$ cat config.mk
export PLATFORM = sky130hd
export DESIGN_NAME = tdm_frame_emu
export DESIGN_NICKNAME = d
export VERILOG_FILES = /design/src/rtl/tdm_emu_pkg.sv /design/src/rtl/tdm_bit_timer.sv /design/src/rtl/tdm_slot_ctrl.sv /design/src/rtl/tdm_frame_store.sv /design/src/rtl/tdm_fs_retime.sv /design/src/rtl/tdm_frame_emu.sv
export SDC_FILE = /design/constraint.sdc
export NUM_CORES = 1
export LEC_CHECK = 0
export ABC_CLOCK_PERIOD_IN_PS = 2500
export BUFFER_PORTS_ARGS = -buffer_cell sky130_fd_sc_hd__buf_2
export CORE_AREA = 2 2 254 256
export CTS_CLUSTER_DIAMETER = 30
export DETAILED_ROUTE_END_ITERATION = 12
export DIE_AREA = 0 0 256 258
export HOLD_SLACK_MARGIN = 0.03
export PLACE_DENSITY = 0.52
export SYNTH_ARGS = -nofsm -noshare
export SYNTH_HDL_FRONTEND = slang
export SYNTH_SLANG_ARGS = --single-unit
$ cat constraint.sdc
create_clock -name clk_i -period 2.5 [get_ports clk_i]
set_input_delay 0.125 -clock clk_i [delete_from_list [all_inputs] [get_ports clk_i]]
set_output_delay 0.125 -clock clk_i [all_outputs]
set_load 0.01 [all_outputs]
$ cat src/rtl/tdm_emu_pkg.sv
package tdm_emu_pkg;
  localparam int unsigned DEF_CLK_DIV = 4;
  localparam int unsigned DEF_N_CH    = 32;
  localparam int unsigned DEF_CH_W    = 8;
  localparam logic        IDLE_LVL    = 1'b1;
endpackage

$ cat src/rtl/tdm_bit_timer.sv
module tdm_bit_timer #(
  parameter int unsigned CLK_DIV = 4
) (
  input  logic clk_i,
  input  logic rst_ni,
  output logic bit_tick_o,
  output logic half_tick_o,
  output logic bclk_o,
  output logic bit_en_o
);
  localparam int unsigned PH_W = (CLK_DIV > 2) ? $clog2(CLK_DIV) : 1;
  localparam int unsigned HALF = CLK_DIV / 2;

  logic [PH_W-1:0] ph_q;

  always_ff @(posedge clk_i or negedge rst_ni) begin
    if (!rst_ni)                            ph_q <= '0;
    else if (ph_q == PH_W'(CLK_DIV - 1))    ph_q <= '0;
    else                                    ph_q <= ph_q + 1'b1;
  end

  // tick flags mark the edge that ends the current phase
  assign bit_tick_o  = (ph_q == PH_W'(CLK_DIV - 1));
  assign half_tick_o = (ph_q == PH_W'(HALF - 1));
  assign bclk_o      = (ph_q < PH_W'(HALF));
  assign bit_en_o    = (ph_q == '0);
endmodule

$ cat src/rtl/tdm_slot_ctrl.sv
module tdm_slot_ctrl #(
  parameter int unsigned FRAME_BITS = 256,
  localparam int unsigned SLOT_W    = $clog2(FRAME_BITS)
) (
  input  logic              clk_i,
  input  logic              rst_ni,
  input  logic              bit_tick_i,
  input  logic              enable_i,
  output logic [SLOT_W-1:0] slot_o,
  output logic              strobe_o,
  output logic              load_o,
  output logic              act_o
);
  localparam logic [SLOT_W-1:0] LAST = SLOT_W'(FRAME_BITS - 1);

  logic [SLOT_W-1:0] slot_q;
  logic              go_q;
  logic              act_q;

  // reset one slot before the strobe slot so the first boundary follows at once
  always_ff @(posedge clk_i or negedge rst_ni) begin
    if (!rst_ni) begin
      slot_q <= LAST - 1'b1;
      go_q   <= 1'b0;
      act_q  <= 1'b0;
    end else if (bit_tick_i) begin
      slot_q <= (slot_q == LAST) ? '0 : slot_q + 1'b1;
      if (slot_q == LAST - 1'b1) go_q  <= enable_i;
      if (slot_q == LAST)        act_q <= go_q;
    end
  end

  assign slot_o   = slot_q;
  assign strobe_o = go_q && (slot_q == LAST);
  assign load_o   = bit_tick_i && (slot_q == LAST);
  assign act_o    = act_q;
endmodule

$ cat src/rtl/tdm_frame_store.sv
module tdm_frame_store #(
  parameter int unsigned N_CH = 32,
  parameter int unsigned CH_W = 8,
  localparam int unsigned CH_AW = $clog2(N_CH)
) (
  input  logic             clk_i,
  input  logic             rst_ni,
  input  logic             wr_en_i,
  input  logic [CH_AW-1:0] wr_addr_i,
  input  logic [CH_W-1:0]  wr_data_i,
  input  logic             load_i,
  input  logic [CH_AW-1:0] rd_addr_i,
  output logic [CH_W-1:0]  rd_byte_o
);
  logic [CH_W-1:0] stage_q  [N_CH];
  logic [CH_W-1:0] shadow_q [N_CH];

  for (genvar i = 0; i < N_CH; i++) begin : g_ch
    always_ff @(posedge clk_i or negedge rst_ni) begin
      if (!rst_ni) begin
        stage_q[i]  <= '0;
        shadow_q[i] <= '0;
      end else begin
        if (wr_en_i && (wr_addr_i == CH_AW'(i))) stage_q[i] <= wr_data_i;
        // same-cycle write lands in the next frame
        if (load_i) shadow_q[i] <= stage_q[i];
      end
    end
  end

  assign rd_byte_o = shadow_q[rd_addr_i];
endmodule

$ cat src/rtl/tdm_fs_retime.sv
module tdm_fs_retime (
  input  logic clk_i,
  input  logic rst_ni,
  input  logic half_tick_i,
  input  logic bit_tick_i,
  input  logic strobe_i,
  output logic frame_n_o
);
  logic frame_n_q;

  always_ff @(posedge clk_i or negedge rst_ni) begin
    if (!rst_ni)                        frame_n_q <= 1'b1;
    else if (half_tick_i && strobe_i)   frame_n_q <= 1'b0;
    else if (bit_tick_i)                frame_n_q <= 1'b1;
  end

  assign frame_n_o = frame_n_q;
endmodule

$ cat src/rtl/tdm_frame_emu.sv
module tdm_frame_emu
  import tdm_emu_pkg::*;
#(
  parameter int unsigned CLK_DIV = DEF_CLK_DIV,
  parameter int unsigned N_CH    = DEF_N_CH,
  parameter int unsigned CH_W    = DEF_CH_W,
  localparam int unsigned CH_AW  = $clog2(N_CH)
) (
  input  logic             clk_i,
  input  logic             rst_ni,
  input  logic             enable_i,
  input  logic             wr_en_i,
  input  logic [CH_AW-1:0] wr_addr_i,
  input  logic [CH_W-1:0]  wr_data_i,
  output logic             bclk_o,
  output logic             bit_en_o,
  output logic             sdata_o,
  output logic             frame_n_o,
  output logic             fs_strobe_o
);
  localparam int unsigned BIT_AW     = $clog2(CH_W);
  localparam int unsigned FRAME_BITS = N_CH * CH_W;
  localparam int unsigned SLOT_W     = $clog2(FRAME_BITS);

  logic              bit_tick, half_tick;
  logic [SLOT_W-1:0] slot;
  logic              strobe, load, data_act;
  logic [CH_W-1:0]   rd_byte;
  logic [BIT_AW-1:0] bit_sel;

  tdm_bit_timer #(.CLK_DIV(CLK_DIV)) u_timer (
    .clk_i      (clk_i),
    .rst_ni     (rst_ni),
    .bit_tick_o (bit_tick),
    .half_tick_o(half_tick),
    .bclk_o     (bclk_o),
    .bit_en_o   (bit_en_o)
  );

  tdm_slot_ctrl #(.FRAME_BITS(FRAME_BITS)) u_slot (
    .clk_i     (clk_i),
    .rst_ni    (rst_ni),
    .bit_tick_i(bit_tick),
    .enable_i  (enable_i),
    .slot_o    (slot),
    .strobe_o  (strobe),
    .load_o    (load),
    .act_o     (data_act)
  );

  tdm_frame_store #(.N_CH(N_CH), .CH_W(CH_W)) u_store (
    .clk_i    (clk_i),
    .rst_ni   (rst_ni),
    .wr_en_i  (wr_en_i),
    .wr_addr_i(wr_addr_i),
    .wr_data_i(wr_data_i),
    .load_i   (load),
    .rd_addr_i(slot[SLOT_W-1:BIT_AW]),
    .rd_byte_o(rd_byte)
  );

  tdm_fs_retime u_retime (
    .clk_i      (clk_i),
    .rst_ni     (rst_ni),
    .half_tick_i(half_tick),
    .bit_tick_i (bit_tick),
    .strobe_i   (strobe),
    .frame_n_o  (frame_n_o)
  );

  // msb first within each channel
  assign bit_sel     = BIT_AW'(CH_W - 1) - slot[BIT_AW-1:0];
  assign sdata_o     = data_act ? rd_byte[bit_sel] : IDLE_LVL;
  assign fs_strobe_o = strobe;
endmodule

## Word-level counts from Yosys, hierarchy flattened

Index checks and enable logic that the tools add are counted.

- $add $sub $neg: 3
- Eq/ne operators: 35
- Reductions and logical operators: 40
- Bitwise operators: 1
- $lt $le $gt $ge: 3
- Mux-type cells: 10

Operators with widths:

| kind | count |
|---|---|
| $eq A5 B5 Y1 const B | 16 |
| $bmux W8 S5 | 1 |
| $eq A5 B4 Y1 const B | 8 |
| $logic_and A1 B1 Y1 | 35 |
| $mux W8 | 3 |
| $eq A5 B3 Y1 const B | 4 |
| $eq A8 B8 Y1 const B | 2 |
| $eq A5 B2 Y1 const B | 2 |
| $add A8 B1 Y8 const B | 1 |
| $ge A6 B6 Y1 const B | 1 |
| $not A5 Y6 | 1 |
| $eq A5 B1 Y1 const B | 1 |
| $logic_not A5 Y1 | 1 |
| $lt A3 B4 Y1 const B | 1 |
| $mux W1 | 4 |
| $reduce_and A2 Y1 | 2 |
| $bmux W1 S3 | 1 |
| $sub A3 B3 Y3 const A | 1 |
| $add A2 B1 Y2 const B | 1 |
| $eq A2 B1 Y1 const B | 1 |
| $eq A2 B2 Y1 const B | 1 |
| $logic_not A2 Y1 | 1 |
| $lt A2 B2 Y1 const B | 1 |
| $mux W2 | 1 |
| $reduce_bool A2 Y1 | 1 |

- Bits of input ports: 17
- Register bits after elaboration: 525

## Depth between registers and ports, before layout

Gate-level depths: netlist of run 1.

- Word-level depth: 7
- Mapped depth: 9
- Depth with buffers taken out: 6

## Cells and area by module

From an unflattened synthesis of run 1, not the netlist that was laid out.

- Cell total of the unflattened synthesis: 1,305
- Area total of the unflattened synthesis: 21,797.2 um^2

Modules (own cells, without submodules):

| module | area an instance (um^2) | seq. area each (um^2) | times used | cells an instance |
|---|---|---|---|---|
| tdm_frame_store | 21,067.7 | 12,812.3 | 1 | 1,241 |
| tdm_slot_ctrl | 518.0 | 259.0 | 1 | 47 |
| tdm_bit_timer | 98.8 | 50.0 | 1 | 8 |
| tdm_frame_emu | 71.3 | 0.0 | 1 | 7 |
| tdm_fs_retime | 41.3 | 26.3 | 1 | 2 |

## Worst setup path before layout of run 1

Ideal clock, no wire load.

- Kind: register to output
- Start point: reg u_slot.slot_q[6] (netlist: u_slot.slot_o[6])
- End point: out sdata_o
- Arrival time: 2.173 ns
- Setup slack: 0.202 ns
- Cell stages (with the launch flop): 9
- Data required time: 2.375 ns
- Path buffers: 2
- Cell sequence: dfstp_2 -> or3b_2 -> clkbuf_1 -> buf_2 -> o221ai_1 -> a21oi_1 -> a221oi_1 -> a31oi_1 -> a221oi_2

- Longest elaborated chain between the ends: 7

RTL lines:

| element | line | text |
|---|---|---|
| from (decl) | tdm_slot_ctrl.sv:16 | `logic [SLOT_W-1:0] slot_q;` |
| from (signal assigned) | tdm_slot_ctrl.sv:23 | `slot_q <= LAST - 1'b1;` |
| from (signal assigned) | tdm_slot_ctrl.sv:27 | `slot_q <= (slot_q == LAST) ? '0 : slot_q + 1'b1;` |
| $not A5 Y6 (implied by the code) | tdm_frame_store.sv:31 | `assign rd_byte_o = shadow_q[rd_addr_i];` |
| $bmux W8 S5 | tdm_frame_store.sv:31 |  |
| $mux W8 (implied by the code) (2 in a row) | tdm_frame_store.sv:31 |  |
| $bmux W1 S3 | tdm_frame_emu.sv:73 | `assign sdata_o = data_act ? rd_byte[bit_sel] : IDLE_LVL;` |
| $mux W1 (implied by the code) | tdm_frame_emu.sv:73 |  |
| $mux W1 | tdm_frame_emu.sv:73 |  |
| to (decl) | tdm_frame_emu.sv:17 | `output logic sdata_o,` |

No other way between the ends. The select of a mux whose other input is x is not followed.

## Worst setup path after layout of run 1

- Start point: reg u_slot.slot_q[3] (netlist: u_slot.slot_o[3])
- End point: out sdata_o

The elaborated chain is that of the path after synthesis.

==> results.md, run 1 <==
* Detailed Route WL at 58,580 µm
* Routed length per instance at 22.59 µm
* CP max-delay cell: dfstp_4
* DIE WIDTH at 256 µm
* Worst path required time at 2.38 ns
* Tcrit/Tclk final at 132.6%
* P_leak at 13.65 nW
* Slowest stage delay, CP at 0.65 ns
* Hold Slack at 0.1039 ns
* Final hold vios at 0
* Startpoint types: flip-flop
* VDD IR-drop max at 0.5166 mV
* CP Capture Type: primary output
* Layout area overhead at 32.82%
* Initial antenna violation count at 0
* Total CTS buffers at 114
* First-pass GRT wire length at 88,530 µm
* Core Footprint at 0.06365 mm²
* Worst-path clk slew at 0.05 ns
* Clock Skew at 0.01403 ns
* Port Buffers at 21
* GRT overflow at 0
* Main synth FF type: dfrtp_1
* Cell Area, Synth at 0.02202 mm²
* Sequential power share at 36.8%
* Min-Delay Path Class: in2reg
* H-tree Lvls at 3
* NumNets Final at 1,665
* Root buf cell: clkbuf_16
* Sw Pwr at 5.707 mW
* Final Setup Violations at 1
* FFs w/ async S/R, synth at 100.0%
* YS warnings at 0
* Die footprint at 0.06605 mm²
* Iteration-0 DRC Markers at 578
* Syn Nets at 1,438
* CTS Sinks at 525
* Vias in the first global route at 13.89k
* Worst skew pair latency at 0.64 ns
* CP Max Fanout at 5
* Cell Int Power at 20.64 mW
* Detail Placement HPWL at 35,600 µm
* # IOs at 22
* CP arrival at 3.19 ns
* Diodes inserted at 0
* Clock Power Share at 58.8%
* Crit path buf inv count at 4
* Mapped Cells at 1,416
* Routability congestion estimate at 0.8466
* Register area share after synthesis at 59.70%
* Switch share at 21.66%
* Gr usage total at 17.70%
* Effective utilization at floorplan at 34.60%
* RSZ-0062 raised after global routing: yes
* TritonCTS clock tree: built
* Largest net degree at the start of global routing at 89
* Setup tns final at -0.8148 ns
* DR pass1 iterations at 4
* Max Slew Vio Count at 0
* Comb power frac at 4.4%
* R2r setup slk at 0.02 ns
* Netlist cell types at 48
* CP most frequent cell: buf_12
* Post-place instance area at 0.02403 mm²
* Crit path max-delay family: compound AO/OA/AOI/OAI gates
* Flops & latches, synth at 525
* Outcome: complete, but fails checks
* Power Density at 900.7 mW/mm²
* Critical path class: reg2out
* Clock tree buffer depth at 3
* Vias/cell at 4.992
* # rows at 93
* Max Cap Viol at 0
* Vias at 12.94k
* Crit-path cells: buf_12, buf_12, a211oi_1, a2111oi_2, buf_4, o22ai_2, mux2_4, a221oi_4, buf_2
* Fmax at 0.3017 GHz
* Post-route ant nets at 0
* DR DRC count at 0
* Number of enable flip-flop cells after synthesis at 0
* Finished Cell Area at 0.02925 mm²
* Violated checks: negative setup slack
* Pre-CTS WS at -0.7714 ns
* Slew HR at 32.89%
* Slew @ Worst Pin at 1.007 ns
* Syn Area/Cell at 15.55 µm²
* Layout cells sized above 1 at 57.71%
* Die height at 258 µm
* Setup ws final at -0.8148 ns
* Overall power at 26.34 mW
* Min Tclk post-route at 3.315 ns
-- cell usage after synthesis (4+ instances only) --
| library cell | number | area share (%) |
|---|---|---|
| a211o_1 | 4 | 0.16 |
| o221ai_1 | 11 | 0.44 |
| and3_1 | 4 | 0.11 |
| a21o_1 | 4 | 0.14 |
| ha_1 | 5 | 0.28 |
| buf_6 | 7 | 0.36 |
| mux4_1 | 14 | 1.7 |
| clkbuf_1 | 42 | 0.72 |
| mux2i_1 | 44 | 2.0 |
| nand4_1 | 4 | 0.11 |
| dfstp_2 | 8 | 0.95 |
| mux4_2 | 20 | 2.0 |
| dfrtp_1 | 517 | 59 |
| nand2b_1 | 6 | 0.17 |
| o22ai_1 | 15 | 0.43 |
| nor3_1 | 5 | 0.11 |
| a21oi_1 | 9 | 0.20 |
| a2111oi_0 | 8 | 0.32 |
| a211oi_1 | 11 | 0.38 |
| buf_2 | 36 | 0.82 |
| nor2b_1 | 13 | 0.37 |
| nand2_1 | 21 | 0.36 |
| nor2_1 | 35 | 0.60 |
| mux2_2 | 523 | 27 |
| nand3_1 | 6 | 0.14 |
-- cell type report --
cell class	instances	area [µm²]
well taps	855	1070
clock buffers	140	3122
repair buffers	205	2296
inverters	3	11.26
flip-flops and latches	525	13160
multi-input cells	794	8676
clock inverters	71	919.6
fillers	5596	34400
-- state kept, by name, summed over array words and instances (netlist names) --
name / flops
u_store.shadow_q: 256
u_store.stage_q: 256
u_slot.slot_o: 8
u_timer.ph_q: 2
u_retime.frame_n_o: 1
u_slot.act_o: 1
u_slot.go_q: 1
-- kinds of logic after synthesis --
family / Yosys count / share of synthesized area (%)
multiplexers: 601 / 32.46
flip-flops: 525 / 59.70
AND/OR/NAND/NOR: 105 / 2.358
buffers and inverters: 97 / 2.364
AO/OA/AOI/OAI: 77 / 2.591
XOR/XNOR: 6 / 0.2387
adder cells (fa/ha/maj): 5 / 0.2841
-- through the flow --
step	std cells	utilization, %
after floorplan	1416	-
after global placement	2326	37.76
after detailed placement	2326	37.76
after CTS	2556	44.83
after global routing	2593	45.95
final	2593	45.95
-- placed cells by master, fill, tap and decap left out, types with 4 or more instances in the layout --
master	netlist	routed
o221ai_1	11	6
a21o_1	4	4
mux2i_1	44	42
dfstp_2	8	6
clkbuf_16	0	124
dfrtp_1	517	517
clkbuf_1	42	10
mux2_2	523	513
nor2b_1	13	11
bufinv_16	0	18
nand2b_1	6	6
mux4_1	14	9
a2111oi_2	0	6
a21oi_1	9	6
buf_12	2	34
a211o_1	4	4
nand4_1	4	4
buf_2	36	21
buf_6	7	15
nand3_1	6	6
a211oi_1	11	7
clkbuf_8	1	15
nand2_1	21	20
clkinv_2	0	23
o22ai_1	15	11
buf_4	2	111
nor3_1	5	5
buf_16	0	4
mux2_4	0	10
nor2_1	35	31
clkinvlp_4	0	20
ha_1	5	5
buf_8	0	8
clkinv_4	0	5
mux4_2	20	25
o221ai_2	0	5
-- worst register-to-register path, cell delays in order (launching register included) --
cell and delay (ns):
dfstp_4 0.65, buf_8 0.15, buf_6 0.12, nand4_1 0.19
nor2_4 0.15, and3_4 0.34, buf_12 0.22, clkbuf_16 0.22
mux2_2 0.33
-- power groups by stage --
stage	registers (mW)	logic [mW]	clock network, mW
after floorplan	9.69	0.785	0
after global routing	9.80	1.29	16.2
after detailed placement	9.81	1.18	0
final	9.70	1.16	15.5
after global placement	9.77	1.13	0
after CTS	9.69	1.19	15.8
-- final timing paths --
path,startpoint,endpoint,depth (start not counted)
max in group asynchronous,rst_ni,u_retime.frame_n_o$_DFFE_PN1P_,3
setup / recovery,u_slot.slot_o[3]$_DFFE_PN1P_,sdata_o,9
hold / removal,wr_data_i[5],u_store.stage_q[53]$_DFFE_PN0P_,2
min in group asynchronous,rst_ni,u_store.shadow_q[117]$_DFFE_PN0P_,3
hold reg to reg,u_retime.frame_n_o$_DFFE_PN1P_,u_retime.frame_n_o$_DFFE_PN1P_,2
setup reg to reg,u_slot.slot_o[3]$_DFFE_PN1P_,u_store.shadow_q[97]$_DFFE_PN0P_,8
-- what timing repair did --
action                     4_1_cts  5_1_grt
cloned                           3       10
resized for setup               54       57
hold endpoints to repair       518        0
setup buffers                   15       27
setup endpoints to repair        9      209
hold buffers                     3        0
pin swaps                       14       17
-- routing by layer --
| metal | vias up | track usage (%) | wire [µm] |
|---|---|---|---|
| met5 | - | 0 | 0 |
| met4 | 0 | 6.465 | 1445 |
| met3 | 94 | 3.642 | 2456 |
| met2 | 259 | 27.68 | 27520 |
| met1 | 6897 | 24.42 | 27150 |
| li1 | 5694 | - | - |
Power figures use the tool's default switching activity.
==> inputs of run 2 (changes only) <==
Settings changed: ABC_CLOCK_PERIOD_IN_PS 2500 to 4200, CORE_AREA 2 2 254 256 to 2 2 238 240, DIE_AREA 0 0 256 258 to 0 0 240 242, PLACE_DENSITY 0.52 to 0.57.
Clock period 2.5 ns to 4.2 ns, I/O delays scaled along.
==> run 2 against run 1 <==
Net effect:
- the run now ends clean
- register-to-register slack improved by 1.2 ns
- via count fell by 5.0%
- cell area fell by 8.6%
- setup slack improved by 1.0 ns
- sequential share of layout area rose by 4.2 points
- routed wire length fell by 9.8%
- sequential power fell by 41%
- largest cell class unchanged
- largest power group unchanged
==> results.md, run 2 (synthesis gave the netlist of run 1 again) <==
* Top Usage Layer GRT: met2
* Worst-path clk slew at 0.04 ns (about the same)
* Clock Skew at 0.02341 ns (+0.009373 ns)
* Worst path required time at 3.99 ns (+1.61 ns)
* Die footprint at 0.05808 mm² (-12%)
* Gr usage total at 18.68% (+0.98 points)
* Slowest stage delay, CP at 0.91 ns (+0.26 ns)
* Root buf cell: clkbuf_16
* Routed length per instance at 22.67 µm (+0.36%)
* Largest net degree at the start of global routing at 114 (+28%)
* Layout Utilization at 47.96% (+2.0 points)
* RSZ-0062 raised after global routing: no
* CP Max Fanout at 27 (+22)
* Detail Placement HPWL at 31,310 µm (-12%)
* Max Cap Viol at 0 (unchanged)
* Slew HR at 22.11% (-11 points)
* First-pass GRT wire length at 81,950 µm (-7.4%)
* Vias in the first global route at 13.24k (-4.7%)
* Reg2reg start: u_slot.slot_o[3]$_DFFE_PN1P_
* Final hold vios at 0 (unchanged)
* Vias at 12.30k (-5.0%)
* Iteration-0 DRC Markers at 695 (+20%)
* Global routing usage on met1 at 25.65% (+1.2 points)
* Tcrit/Tclk final at 94.72%
* Max Slew Vio Count at 0 (unchanged)
* CTS Sinks at 525 (unchanged)
* Layout cells sized above 1 at 50.48% (-7.2 points)
* Vias/cell at 5.277 (+5.7%)
* Crit path max-delay family: compound AO/OA/AOI/OAI gates
* Met3 Track Usage GR at 4.797% (+1.2 points)
* Post-route ant nets at 0 (unchanged)
* CP arrival at 3.77 ns (+0.58 ns)
* Die height at 242 µm (-6.2%)
* Crit path buf inv count at 1 (-3)
* # fillers at 4,814 (-14%)
* Port Buffers at 21 (unchanged)
* R2r setup slk at 1.20 ns (+1.18 ns)
* Min Tclk post-route at 3.978 ns
* CP max-delay cell: dfstp_4
* Layout area overhead at 21.39%
* Core Footprint at 0.05573 mm² (-12%)
* Slew @ Worst Pin at 1.164 ns (+0.1574 ns)
* Initial antenna violation count at 1 (+1)
* Reg2reg path depth at 6 (-2)
* Detailed Route WL at 52,850 µm (-9.8%)
* Fmax at 0.2514 GHz
* Crit-path cells: nor2b_1, a2111oi_1, o22ai_1, mux2_2, a221oi_2, buf_2
* DR DRC count at 0 (unchanged)
* Comb power frac at 4.4% (about the same)
* # rows at 87 (-6.5%)
* Hold Slack at 0.2305 ns (+0.1266 ns)
* Sequential power share at 38.2% (+1.4 points)
* H-tree Lvls at 3 (unchanged)
* NumNets Final at 1,504 (-9.7%)
* Outcome: complete, no violations
* P_leak at 12.53 nW (-8.2%)
* DR pass1 iterations at 4 (unchanged)
* Met2 Use GR at 28.71% (+1.0 points)
* Total CTS buffers at 109 (-4.4%)
* CP Capture Type: primary output
* Min-Delay Path Class: in2async
* # IOs at 22 (unchanged)
* TritonCTS clock tree: built
* Commonest non-fill, non-tap cells in the layout: mux2_2 (523), dfrtp_1 (517), clkbuf_16 (111)
* Effective utilization at floorplan at 39.51% (+4.9 points)
* Setup tns final at 0 ns (+0.8148 ns)
* VDD IR-drop max at 0.3008 mV (-42%)
* Most common cell after layout, fill and taps aside: mux2_2
* Clock tree buffer depth at 3 (unchanged)
* Startpoint types: flip-flop
* Cell Int Power at 11.81 mW (-43%)
* Power Density at 565.4 mW/mm² (-37%)
* GRT overflow at 0 (unchanged)
* Reg2reg end: u_store.shadow_q[219]$_DFFE_PN0P_
* Switch share at 21.87% (+0.21 points)
* Critical path class: reg2out
* Clock Power Share at 57.4% (-1.4 points)
* Routability congestion estimate at 0.8515 (+0.58%)
* Sw Pwr at 3.306 mW (-42%)
* Final Setup Violations at 0 (-1)
* DIE WIDTH at 240 µm (-6.3%)
* Worst skew pair latency at 0.64 ns (about the same)
## run 2: stage by stage
step	cell area [µm²]	power [mW]	setup WS [ns]	cells
2_1_floorplan	22020	6.236	1.817	1416
3_3_place_gp	22890	6.464	0.4878	2124
3_5_place_dp	22890	6.518	0.4525	2124
4_1_cts	26710	15.27	0.003204	2328
5_1_grt	26730	15.70	0.07383	2329
6_report	26730	15.11	0.2219	2331
## run 2: routing by layer
layer	up-vias	routed length, µm
met5	-	13
met1	6600	24600
met3	90	2603
li1	5370	-
met2	238	24340
met4	2	1285
## run 2: cell type report
cell class / count / area (µm²) / area share (%)
Antenna cell: 2 / 5.005 / 0.01872
Multi-Input combinational cell: 794 / 8366 / 31.30
Sequential cell: 525 / 13160 / 49.21
Tap cell: 756 / 945.9 / 3.539
Inverter: 3 / 11.26 / 0.04213
Clock inverter: 63 / 729.5 / 2.729
Timing Repair Buffer: 49 / 455.4 / 1.704
Clock buffer: 139 / 3063 / 11.46
## run 2: what timing repair did
item / 4_1_cts / 5_1_grt
gates resized for setup: 3 / 0
endpoints found under the setup margin: 1 / 1
hold endpoints to repair: 107 / 0
buffers inserted: 0 / 1
hold buffers: 2 / 0
## run 2: power groups by stage
stage | Clock, mW | Combinational [mW] | Sequential (mW)
floorplan | 0 | 0.467 | 5.77
global placement | 0 | 0.654 | 5.81
detailed placement | 0 | 0.679 | 5.84
CTS | 8.83 | 0.684 | 5.76
global route | 9.13 | 0.745 | 5.82
finish | 8.68 | 0.668 | 5.77
## run 2: worst max path at each step
| stage | to | cells after the start | start |
|---|---|---|---|
| floorplan | sdata_o | 8 | u_slot.slot_o[6]$_DFFE_PN1P_ |
| global placement | sdata_o | 7 | u_slot.slot_o[3]$_DFFE_PN1P_ |
| detailed placement | sdata_o | 7 | u_slot.slot_o[3]$_DFFE_PN1P_ |
| CTS | sdata_o | 7 | u_slot.slot_o[3]$_DFFE_PN1P_ |
| global route | sdata_o | 6 | u_slot.slot_o[4]$_DFFE_PN1P_ |
| finish | sdata_o | 6 | u_slot.slot_o[4]$_DFFE_PN1P_ |
## run 2: worst register-to-register path, stage by stage, from the launching register on
cell     delay (ns)
dfstp_4        0.86
buf_12         0.33
nand4_1        0.20
nor2_1         0.20
and3_4         0.30
buf_4          0.56
mux2_2         0.44
